$ cat src/rtl/cpwm_pkg.sv
package cpwm_pkg;

    typedef enum logic [1:0] {
        PH_OFF   = 2'd0,
        PH_START = 2'd1,
        PH_RUN   = 2'd2
    } run_ph_e;

endpackage

$ cat src/rtl/cpwm_prescaler.sv
module cpwm_prescaler #(
    parameter int SEL_W     = 3,
    parameter int MAX_SHIFT = 6
) (
    input  logic             clk,
    input  logic             rst_n,
    input  logic             clr,
    input  logic [SEL_W-1:0] sel,
    output logic             tick
);
    localparam int CW = (MAX_SHIFT < 1) ? 1 : MAX_SHIFT;

    typedef struct packed {
        logic [CW-1:0] cnt;
    } psc_st_t;

    psc_st_t    st_d, st_q;
    logic [SEL_W-1:0] shift;
    logic [CW:0]      lim_w;

    always_comb begin
        shift = (sel > SEL_W'(MAX_SHIFT)) ? SEL_W'(MAX_SHIFT) : sel;
        lim_w = ((CW+1)'(1) << shift) - (CW+1)'(1);
        tick  = !clr && ({1'b0, st_q.cnt} >= lim_w);
        st_d  = st_q;
        if (clr || tick) begin
            st_d.cnt = '0;
        end else begin
            st_d.cnt = st_q.cnt + CW'(1);
        end
    end

    always_ff @(posedge clk or negedge rst_n) begin
        if (!rst_n) st_q <= '0;
        else        st_q <= st_d;
    end

    AST_PSC_RESTART: assert property (@(posedge clk) disable iff (!rst_n)
        tick |=> (st_q.cnt == '0));

endmodule

$ cat src/rtl/cpwm_deadband.sv
module cpwm_deadband #(
    parameter int DT_W = 4
) (
    input  logic            clk,
    input  logic            rst_n,
    input  logic            run,
    input  logic            tick,
    input  logic            raw_nx,
    input  logic [DT_W-1:0] dead,
    output logic            out_p,
    output logic            out_n
);
    typedef struct packed {
        logic            raw;
        logic [DT_W-1:0] age;
        logic            dp;
        logic            dn;
    } db_st_t;

    db_st_t st_d, st_q;

    always_comb begin
        st_d = st_q;
        if (!run) begin
            st_d = '0;
        end else begin
            st_d.raw = raw_nx;
            if (raw_nx != st_q.raw) begin
                st_d.age = '0;
            end else if (tick && (st_q.age != '1)) begin
                st_d.age = st_q.age + DT_W'(1);
            end
            st_d.dp = raw_nx  && (st_d.age >= dead);
            st_d.dn = !raw_nx && (st_d.age >= dead);
        end
    end

    always_ff @(posedge clk or negedge rst_n) begin
        if (!rst_n) st_q <= '0;
        else        st_q <= st_d;
    end

    assign out_p = st_q.dp;
    assign out_n = st_q.dn;

    AST_NO_OVERLAP: assert property (@(posedge clk) disable iff (!rst_n)
        !(out_p && out_n));
    AST_OFF_QUIET: assert property (@(posedge clk) disable iff (!rst_n)
        !run |=> (!out_p && !out_n));

endmodule

$ cat src/rtl/cpwm_dt.sv
module cpwm_dt #(
    parameter int CNT_W     = 8,
    parameter int FINE_W    = 2,
    parameter int DT_W      = 4,
    parameter int SEL_W     = 3,
    parameter int MAX_SHIFT = 6
) (
    input  logic                    clk,
    input  logic                    rst_n,
    input  logic                    en_i,
    input  logic [CNT_W-1:0]        period_i,
    input  logic [CNT_W+FINE_W-1:0] duty_i,
    input  logic [SEL_W-1:0]        psc_sel_i,
    input  logic [DT_W-1:0]         dead_i,
    output logic                    out_p,
    output logic                    out_n,
    output logic                    period_end
);
    import cpwm_pkg::*;

    localparam int DUTY_W = CNT_W + FINE_W;

    typedef struct packed {
        logic              en;
        logic [CNT_W-1:0]  cnt;
        logic [FINE_W-1:0] frame;
        logic [CNT_W-1:0]  per;
        logic [DUTY_W-1:0] duty;
        logic              pe;
    } gen_st_t;

    gen_st_t          st_d, st_q;
    run_ph_e          ph;
    logic             tick;
    logic             wrap;
    logic             raw_nx;
    logic [CNT_W-1:0] len_q;
    logic [CNT_W-1:0] coarse_d;
    logic [FINE_W-1:0] fine_d;
    logic             stretch_d;
    logic [CNT_W:0]   thr_d;

    always_comb begin
        if (!en_i)          ph = PH_OFF;
        else if (!st_q.en)  ph = PH_START;
        else                ph = PH_RUN;
    end

    cpwm_prescaler #(
        .SEL_W    (SEL_W),
        .MAX_SHIFT(MAX_SHIFT)
    ) psc_i (
        .clk  (clk),
        .rst_n(rst_n),
        .clr  (ph != PH_RUN),
        .sel  (psc_sel_i),
        .tick (tick)
    );

    always_comb begin
        len_q = (st_q.per == '0) ? CNT_W'(1) : st_q.per;
        st_d    = st_q;
        st_d.pe = 1'b0;
        wrap    = 1'b0;
        unique case (ph)
            PH_OFF: begin
                st_d      = '0;
                st_d.per  = period_i;
                st_d.duty = duty_i;
            end
            PH_START: begin
                st_d.en    = 1'b1;
                st_d.cnt   = '0;
                st_d.frame = '0;
                st_d.per   = period_i;
                st_d.duty  = duty_i;
            end
            default: begin
                if (tick) begin
                    wrap = (st_q.cnt == len_q - CNT_W'(1));
                    if (wrap) begin
                        st_d.cnt   = '0;
                        st_d.frame = st_q.frame + FINE_W'(1);
                        st_d.per   = period_i;
                        st_d.duty  = duty_i;
                        st_d.pe    = 1'b1;
                    end else begin
                        st_d.cnt = st_q.cnt + CNT_W'(1);
                    end
                end
            end
        endcase
        coarse_d  = st_d.duty[DUTY_W-1:FINE_W];
        fine_d    = st_d.duty[FINE_W-1:0];
        stretch_d = (st_d.frame < fine_d);
        thr_d     = {1'b0, coarse_d} + (CNT_W+1)'(stretch_d);
        raw_nx    = (ph != PH_OFF) && ({1'b0, st_d.cnt} < thr_d);
    end

    always_ff @(posedge clk or negedge rst_n) begin
        if (!rst_n) st_q <= '0;
        else        st_q <= st_d;
    end

    cpwm_deadband #(
        .DT_W(DT_W)
    ) db_i (
        .clk   (clk),
        .rst_n (rst_n),
        .run   (ph != PH_OFF),
        .tick  (tick),
        .raw_nx(raw_nx),
        .dead  (dead_i),
        .out_p (out_p),
        .out_n (out_n)
    );

    assign period_end = st_q.pe;

    AST_CNT_RANGE: assert property (@(posedge clk) disable iff (!rst_n)
        st_q.en |-> (st_q.cnt < len_q));
    AST_PE_AT_ZERO: assert property (@(posedge clk) disable iff (!rst_n)
        period_end |-> (st_q.cnt == '0));
    AST_SHADOW_HOLD: assert property (@(posedge clk) disable iff (!rst_n)
        (en_i && st_q.en && !tick) |=> ($stable(st_q.per) && $stable(st_q.duty)));
    AST_ZERO_DUTY_LOW: assert property (@(posedge clk) disable iff (!rst_n)
        (st_q.en && (st_q.duty == '0)) |-> !out_p);
    AST_FULL_DUTY_NLOW: assert property (@(posedge clk) disable iff (!rst_n)
        (st_q.en && (st_q.duty[DUTY_W-1:FINE_W] >= len_q)) |-> !out_n);

endmodule

$ cat config.mk
export PLATFORM = sky130hd
export DESIGN_NAME = cpwm_dt
export DESIGN_NICKNAME = d
export VERILOG_FILES = /design/src/rtl/cpwm_pkg.sv /design/src/rtl/cpwm_prescaler.sv /design/src/rtl/cpwm_deadband.sv /design/src/rtl/cpwm_dt.sv
export SDC_FILE = /design/constraint.sdc
export NUM_CORES = 1
export LEC_CHECK = 0
export BUFFER_PORTS_ARGS = -buffer_cell sky130_fd_sc_hd__clkbuf_2
export CORE_UTILIZATION = 46
export CTS_CLUSTER_SIZE = 25
export DETAILED_ROUTE_END_ITERATION = 7
export PLACE_DENSITY = 0.65
export SYNTH_ARGS = -nofsm -noshare
export SYNTH_HDL_FRONTEND = slang
export SYNTH_HIERARCHICAL = 1
export SYNTH_SLANG_ARGS = --single-unit
$ cat constraint.sdc
create_clock -name clk -period 11.9 [get_ports clk]
set_input_delay 0.595 -clock clk [delete_from_list [all_inputs] [get_ports clk]]
set_output_delay 0.595 -clock clk [all_outputs]
set_load 0.02 [all_outputs]
==> metrics.txt, run 1 <==
status finished, final reports clean; Skew-Pair Late Insertion Delay 0.29 ns; Worst setup SP type input port; post-synth top area share 38.2%; top cells by area, synth dfrtp_1 38%, ha_1 11%, mux2_2 6.4%; CTS max path bufs 2; postcts setup bufs 0; Ys Warns 6; min cycle time layout roughly 7.5 ns; R2R setup slack ~4.5 ns; DR WL/cell ~14 um; switching fraction of total power about a quarter; max_cap viols 0; PD cells approximately 100 mW/mm^2; Slowest-stage cell, CP nor2b_1; normalized max-slew margin 27.1%; Core Area roughly 0.006 mm^2; reg-to-reg startpoint st_q[13]; Comb power frac approximately 15%; global-route wire length before repair slightly above 9 mm; EDFF count, synth 0; hold_sp en_i; clock power share between 30% and 40%; Die ar. around 0.0064 mm^2; flops & latches, synth 43; CP Buf/Inv Count 1; crit path kind in2reg; largest net degree at the start of global routing 44; vias roughly 2.1k; Fin Clk Skew ~0.005 ns; Pins Over Slew Limit 0; GRT overflow 0; number of global-route vias before repair ~2k; Worst-path clk slew ~0.080 ns; CTS tree done; Post-DP HPWL 3.92 mm; WHS Path Cells 1; Post-Syn Nets around 340; P_leak 1.48 nW; post-synthesis sequential area ratio between 30% and 40%; Top delay family on crit path simple AND/OR/NAND/NOR gates; Worst Path Required roughly 12 ns; Syn Std Cell Area between 0.002 and 0.003 mm^2; NumNets Final 367; cell mode on critical path ha_1; Initial Util a little under half; internal power 0.000236 W; Net Sw Power 0.0000792 W; Reg power frac 50.1%; crit end category flip-flop; clk sinks 43; most frequent cells after synthesis 43 x dfrtp_1, 28 x nor2_1, 25 x ha_1; n_diodes 0; DRC Markers 0; ys flop type dfrtp_1; syn avg cell area a little under 10 um^2; final hold violations 0; CP max stage delay between 0.7 and 0.8 ns; # hold bufs at CTS 0; Fmax achieved 133 MHz; Yosys top cell by area dfrtp_1; top-count cell post-synth dfrtp_1; Post-Syn Instances about 280; Via-to-Cell Ratio approximately 5.3; WP depth 33; Die X around 80 um; worst reg2reg path depth 30; CTS root buf clkbuf_8; initial drt markers 79; DR pass1 iterations 4; Post-synth ARST share 100%; Final WS setup ~4.4 ns; CP Data Arrival Time between 7 and 8 ns; I/O Buffers 30; pre-CTS setup slack slightly above 4 ns; Yosys cell types a little over 50; Area growth, synth to finish 11.4%; DIE HEIGHT about 80 um; period utilization a little over three fifths; post-CTS sizing 0; # IOs 31; Hold EP st_q[29]; reg-to-reg endpoint db_i/out_p; total track usage 18.6%; Max VDD drop 0.0659 mV; slew of the pin with the lowest slew margin 1.09 ns; CTS H-Tree Depth 2; Final setup viols 0; TNS Setup 0 ns; RSZ-0062 raised after global routing no; layout cells sized above 1 20.1%; initial antenna violation count 0; Detail Route Antenna Nets 0; CTS Buf Count 5; placer congestion estimate between 0.8 and 0.9; post-route insts no fill ~400; Row Count 28; CP Max Fanout 12; Detailed Route WL 5.38 mm; min-delay worst type in2reg; cell total after placement roughly 380
-- worst reg2reg max path: cells and delay by family (launching register included) --
family	cells	cell delay (ns)
compound gates	9	1.98
simple gates	12	2.93
xor+xnor	3	0.39
fa+ha+maj	6	1.56
flops	1	0.45
-- power by group through the flow --
stage,Combinational [W],Clock (W),Sequential (W)
2_1_floorplan,0.0000340,0,0.000159
3_3_place_gp,0.0000481,0,0.000161
3_5_place_dp,0.0000489,0,0.000161
4_1_cts,0.0000493,0.000113,0.000158
5_1_grt,0.0000561,0.000120,0.000159
6_report,0.0000485,0.000109,0.000158
-- kinds of logic after synthesis --
logic type | Yosys count | synth area share, %
AO/OA/AOI/OAI | 40 | 10.8
adder cells (fa/ha/maj) | 25 | 11.1
XOR/XNOR | 30 | 9.58
buffers and inverters | 19 | 2.66
multiplexers | 21 | 8.16
flip-flops | 43 | 38.2
AND/OR/NAND/NOR | 106 | 19.6
-- how the worst max path moves through the flow --
stage	start	end
3_5_place_dp	psc_sel_i[1]	db_i/out_n
6_report	psc_sel_i[1]	db_i/out_p
3_3_place_gp	psc_sel_i[1]	db_i/out_p
4_1_cts	psc_sel_i[1]	db_i/out_p
2_1_floorplan	psc_sel_i[1]	db_i/out_p
5_1_grt	psc_sel_i[1]	db_i/out_p
-- layer usage --
metal  vias to the layer above  routed length, um  global-route usage (%)
li1                       1070                  -                       -
met1                       979               2680                    25.1
met2                        24               2510                    30.3
met3                         7                134                    3.18
met4                         0                 51                    5.36
met5                         -                  0                       0
-- layout by cell type, fill, tap and decap left out, drive strengths merged, types with 2 or more instances in the layout --
cell type,n
dfrtp,43
clkbuf,36
nor2,28
ha,25
nand3,18
mux2,16
xor2,16
nand2,15
xnor2,14
inv,11
o21ai,9
nor3,7
a21oi,5
nand2b,5
a21o,5
mux2i,5
nor2b,4
nand4,4
and3,4
a31oi,4
nor4,3
or3,3
o21a,3
a211oi,3
a31o,2
or4,2
nand3b,2
and2,2
or2,2
nor3b,2
-- sequential cells by signal, summed over array words and instances (netlist names) --
signal      cells
db_i/st_q       5
st_q           29
period_end      1
db_i/out_p      1
psc_i/st_q      6
db_i/out_n      1
-- final cells by class --
type | count | area [um^2]
Fill cell | 558 | 2780
Multi-Input combinational cell | 222 | 1670
Sequential cell | 43 | 1080
Timing Repair Buffer | 31 | 158
Tap cell | 75 | 93.8
Clock buffer | 6 | 72.6
Inverter | 11 | 41.3
Clock inverter | 1 | 30.0
-- through the flow --
| step | power (W) | instance area [um^2] | hold WS (ns) | utilization, % |
|---|---|---|---|---|
| global route | 0.000335 | 3140 | 0.472 | 53.0 |
| detailed placement | 0.000210 | 3040 | 0.487 | 51.3 |
| floorplan | 0.000193 | 2820 | 0.299 | - |
| global placement | 0.000209 | 3040 | 0.482 | 51.3 |
| finish | 0.000316 | 3140 | 0.477 | 53.0 |
| CTS | 0.000320 | 3140 | 0.470 | 53.0 |
(Power assumes the default switching activity.)
==> inputs of run 2 (changes only) <==
PLACE_DENSITY = 0.68   (was 0.65)
clock period = 6.55 ns   (was 11.9 ns; I/O delays follow)
==> metrics.txt, run 2 (synthesis gave the netlist of run 1 again) <==
status finished, final reports clean; # IOs 31 (unchanged); most flop-heavy register st_q; normalized max-slew margin 30.3% (+3.1 points); Slowest-stage cell, CP or4_1; Initial Util 47.6% (unchanged); GRT overflow 0 (unchanged); DRC Markers 0 (unchanged); min-delay worst type in2async; DIE HEIGHT 80.3 um (unchanged); cell total after placement 393 (+2.9%); CP Max Fanout 5 (-7); TNS Setup 0 ns (unchanged); Post-DP HPWL 4.25 mm (+8.4%); I/O Buffers 30 (unchanged); crit end category flip-flop; final hold violations 0 (unchanged); crit path kind reg2reg; initial drt markers 90 (+14%); # hold bufs at CTS 0 (unchanged); Worst setup SP type flip-flop; CP Data Arrival Time 6.46 ns (-1.24 ns); Worst-path clk slew 0.09 ns (about the same); Top Registers st_q: 29 flops, psc_i/st_q: 6 flops, db_i/st_q: 5 flops; Via-to-Cell Ratio 5.44 (+1.8%); Area growth, synth to finish 21.5%; Final setup viols 0 (unchanged); Worst Path Required 6.72 ns (-5.35 ns); grt peak-use layer met2; number of flip-flops in the largest register 29 (unchanged); Fmax achieved approximately 160 MHz; n_diodes 0 (unchanged); Pins Over Slew Limit 0 (unchanged); PD cells 172 mW/mm^2 (+71%); placer congestion estimate 0.845 (+3.0%); clk sinks 43 (unchanged); DR WL/cell 14.2 um (+2.5%); Detail Route Antenna Nets 0 (unchanged); vias 2,216 (+6.5%); total track usage 19.3% (+0.71 points); Die ar. 0.00645 mm^2 (unchanged); CP max stage delay 0.51 ns (-0.24 ns); overall power 0.000590 W (+87%); CTS Buf Count 5 (unchanged); CTS root buf clkbuf_8; global-route wire length before repair 9.55 mm (+3.8%); DR pass1 iterations 4 (unchanged); Skew-Pair Late Insertion Delay 0.30 ns (about the same); commonest non-fill, non-tap cell in the layout dfrtp_1; Die X 80.3 um (unchanged); Fin Clk Skew 0.0112 ns (+0.00621 ns); GR met1 Demand/Resource 23.6% (-1.5 points); min cycle time layout 6.29 ns; post-route insts no fill 407 (+4.6%); Row Count 28 (unchanged); initial antenna violation count 0 (unchanged); CTS max path bufs 2 (unchanged); slew of the pin with the lowest slew margin 1.05 ns (-0.0470 ns); Core Area 0.00592 mm^2 (unchanged); P_leak 1.58 nW (+6.8%); CTS tree done; met2 Use GR 33.6% (+3.2 points); layout cells sized above 1 30.7% (+11 points); NumNets Final 384 (+4.6%); Max VDD drop 0.105 mV (+59%); met3 Resource Use GR 3.30% (+0.11 points); number of global-route vias before repair 2,191 (+9.1%); CTS H-Tree Depth 2 (unchanged); period utilization between 90 and 100%; Min Hold Slack 0.197 ns (-0.280 ns); most frequent cells in the layout 43 x dfrtp_1, 30 x clkbuf_2, 26 x nor2_1; largest net degree at the start of global routing 44 (unchanged); Detailed Route WL 5.77 mm (+7.2%); max_cap viols 0 (unchanged)
[run 2: cell types whose count changed in the layout (fill, tap and decap cells not counted), moves of 2 or more]
cell,before,now
ha_1,25,20
ha_4,0,4
nor2_2,0,2
buf_4,1,18
clkbuf_8,5,7
nor4_1,3,1
nor2_1,28,26
[run 2: path summary, 6_finish.rpt]
| kind | from | end | slack [ns] | cells after the start |
|---|---|---|---|---|
| setup reg to reg | st_q[16] | db_i/out_p | 0.26 | 28 |
| setup / recovery | st_q[16] | db_i/out_p | 0.26 | 28 |
| hold reg to reg | st_q[1] | st_q[1] | 0.50 | 1 |
| min in group clk | period_i[1] | st_q[12] | 0.23 | 3 |
| max in group asynchronous | rst_n | db_i/out_p | 5.70 | 1 |
| hold / removal | rst_n | st_q[16] | 0.20 | 1 |
[run 2: critical path, delay by kind of cell, from the launching register on]
| family | cells | cell delay, ns |
|---|---|---|
| AOI/OAI and AO/OA | 10 | 1.95 |
| muxes | 1 | 0.25 |
| and+or+nand+nor | 9 | 2.01 |
| adders and majority gates | 6 | 1.25 |
| DFF | 1 | 0.42 |
| xor gates and xnor gates | 2 | 0.27 |
[run 2: layer usage]
layer	wire length, um	up-vias
met5	0	-
met4	97	0
met3	155	11
met2	2910	37
met1	2610	1071
li1	-	1097
[run 2: cell type report]
| class | instances | area, um^2 |
|---|---|---|
| Inverter | 11 | 41.3 |
| Multi-Input combinational cell | 222 | 1830 |
| Timing Repair Buffer | 48 | 285 |
| Fill cell | 499 | 2490 |
| Sequential cell | 43 | 1080 |
| Clock inverter | 1 | 7.51 |
| Tap cell | 75 | 93.8 |
| Clock buffer | 7 | 96.3 |
[run 2: power by group]
group | internal (W) | total, W | leakage [nW] | switching [W]
Clock | 0.0000959 | 0.000186 | 0.0505 | 0.0000900
Sequential | 0.000276 | 0.000287 | 0.554 | 0.0000103
Combinational | 0.0000581 | 0.000118 | 0.979 | 0.0000595
Total | 0.000430 | 0.000590 | 1.58 | 0.000160
[run 2: what timing repair did]
item,CTS,global route
gates cloned,0,0
setup buffers,1,5
pin swaps,1,15
gates resized for setup,1,20
setup endpoints to repair,2,2
[run 2: stage by stage]
step                util [%]  worst slack (ns)  area (um^2)
finish                  57.9             0.263         3430
global route            57.9           -0.0756         3430
CTS                     55.3            0.0219         3270
detailed placement      53.4           -0.0162         3160
global placement        53.4             0.108         3160
floorplan                  -           0.00319         2870
==> inputs of run 3 (changes only) <==
==> constraint.sdc (replaced) <==
create_clock -name clk -period 6.55 [get_ports clk]
set_input_delay 1.31 -clock clk [delete_from_list [all_inputs] [get_ports clk]]
set_output_delay 1.31 -clock clk [all_outputs]
set_load 0.02 [all_outputs]
==> metrics.txt, run 3 (synthesis gave the netlist of run 1 again) <==
violated checks negative setup slack; FF+latch area 0.00108 mm^2 (unchanged); cell mode on critical path ha_4; Area growth, synth to finish 24.4%; Max VDD drop 0.132 mV (+26%); most frequent cells in the layout 43 x dfrtp_1, 30 x clkbuf_2, 29 x buf_4; # hold bufs at CTS 0 (unchanged); Final WS setup -0.220 ns (-0.484 ns); number of global-route vias before repair 2,067 (-5.7%); RSZ-0062 raised after global routing yes; vias 2,210 (-0.27%); min cycle time layout 6.77 ns (+0.484 ns); Slowest-stage cell, CP or4_4; n_diodes 0 (unchanged); GRT overflow 0 (unchanged); grt peak-use layer met2; clk sinks 43 (unchanged); CTS max path bufs 2 (unchanged); CP Buf/Inv Count 3 (+3); Die X 80.3 um (unchanged); GR met1 Demand/Resource 25.5% (+1.9 points); PD cells 167 mW/mm^2 (-3.1%); # IOs 31 (unchanged); Layout fillers 496 (-0.60%); Pins Over Slew Limit 0 (unchanged); met2 Use GR 31.6% (-2.0 points); status finished, violations left; crit path kind in2reg; Skew-Pair Late Insertion Delay 0.29 ns (about the same); slew of the pin with the lowest slew margin 1.08 ns (+0.0348 ns); min-delay worst type reg2reg; Top delay family on crit path simple AND/OR/NAND/NOR gates; layout cells sized above 1 33.5% (+2.8 points); Post-DP HPWL 4.26 mm (+0.22%); CTS Buf Count 5 (unchanged); initial antenna violation count 0 (unchanged); CTS tree done; DR WL/cell 13.3 um (-6.0%); Die ar. 0.00645 mm^2 (unchanged); global-route wire length before repair 9.49 mm (-0.58%); normalized max-slew margin 27.9% (-2.3 points); area of the multi-input gates 0.00183 mm^2 (about the same); CP max stage delay 0.48 ns (-0.03 ns); reg-to-reg startpoint st_q[13]; Detailed Route WL 5.57 mm (-3.4%); commonest non-fill, non-tap cell in the layout dfrtp_1; Row Count 28 (unchanged); Worst Path Required 6.72 ns (about the same); Worst-path clk slew 0.08 ns (about the same); Min Hold Slack 0.509 ns (+0.313 ns); NumNets Final 395 (+2.9%); I/O Buffers 30 (unchanged); Top Registers st_q: 29 flops, psc_i/st_q: 6 flops, db_i/st_q: 5 flops; max_cap viols 0 (unchanged); CP Data Arrival Time 6.94 ns (+0.48 ns); DRC Markers 0 (unchanged); period utilization 103% (+7.4 points); most flop-heavy register st_q; met3 Resource Use GR 3.52% (+0.23 points); P_leak 1.64 nW (+3.5%); DR pass1 iterations 4 (unchanged); Final setup viols 2 (+2); number of flip-flops in the largest register 29 (unchanged); largest net degree at the start of global routing 44 (unchanged); initial drt markers 81 (-10%); total track usage 19.0% (-0.30 points); Fmax achieved 148 MHz (-7.1%); Fin Clk Skew 0.00817 ns (-0.00305 ns); CP Max Fanout 5 (unchanged); CP startpoint psc_sel_i[2]; TNS Setup -0.437 ns (-0.437 ns); hold_sp st_q[1]; final hold violations 0 (unchanged); Via-to-Cell Ratio 5.29 (-2.9%); crit end category flip-flop; DIE HEIGHT 80.3 um (unchanged); CTS root buf clkbuf_8; Worst setup SP type input port; placer congestion estimate 0.815 (-3.5%); Core Area 0.00592 mm^2 (unchanged); pre-CTS setup slack -0.594 ns (-0.577 ns); Detail Route Antenna Nets 0 (unchanged); CTS H-Tree Depth 2 (unchanged); Initial Util 47.6% (unchanged)
==> run 3: where the power goes <==
part	total, W	internal [W]	switching, W
Sequential	0.000286	0.000276	0.00000928
Clock	0.000182	0.0000962	0.0000857
Combinational	0.000118	0.0000598	0.0000579
==> run 3: what timing repair did <==
item	CTS	global route
pin swaps	7	5
cloned	0	0
setup buffers	4	2
resized for setup	6	3
endpoints found under the setup margin	2	2
==> run 3: path summary, 6_finish.rpt <==
| path | end | slack, ns | cells after the start |
|---|---|---|---|
| setup reg to reg | db_i/out_n | 0.14 | 29 |
| min in group asynchronous | st_q[24] | 1.21 | 1 |
| hold / removal | st_q[1] | 0.51 | 1 |
| max in group asynchronous | st_q[20] | 4.69 | 1 |
| hold reg to reg | st_q[1] | 0.51 | 1 |
| setup / recovery | db_i/out_n | -0.22 | 33 |
==> run 3: metrics by stage <==
step                      instances  util (%)  cell area (um^2)  power [W]
final                           418      59.2              3510   0.000585
after global routing            418      59.2              3510   0.000618
after CTS                       416      58.7              3480   0.000591
after detailed placement        404      55.8              3300   0.000402
after global placement          404      55.8              3300   0.000399
after floorplan                 284         -              2940   0.000359
==> run 3: metal layers <==
metal | routed length [um] | share of wire (%) | vias to the layer above
met5 | 0 | 0 | -
met2 | 2610 | 47 | 43
met1 | 2720 | 49 | 1039
met3 | 224 | 4.0 | 2
met4 | 15 | 0.27 | 0
li1 | - | - | 1126
==> run 3: layout make-up <==
| cell class | instances | share of cell area, % |
|---|---|---|
| Inverter | 11 | 1.18 |
| Tap cell | 75 | 2.68 |
| Sequential cell | 43 | 30.7 |
| Timing Repair Buffer | 59 | 10.5 |
| Multi-Input combinational cell | 222 | 52.1 |
| Clock buffer | 8 | 2.85 |
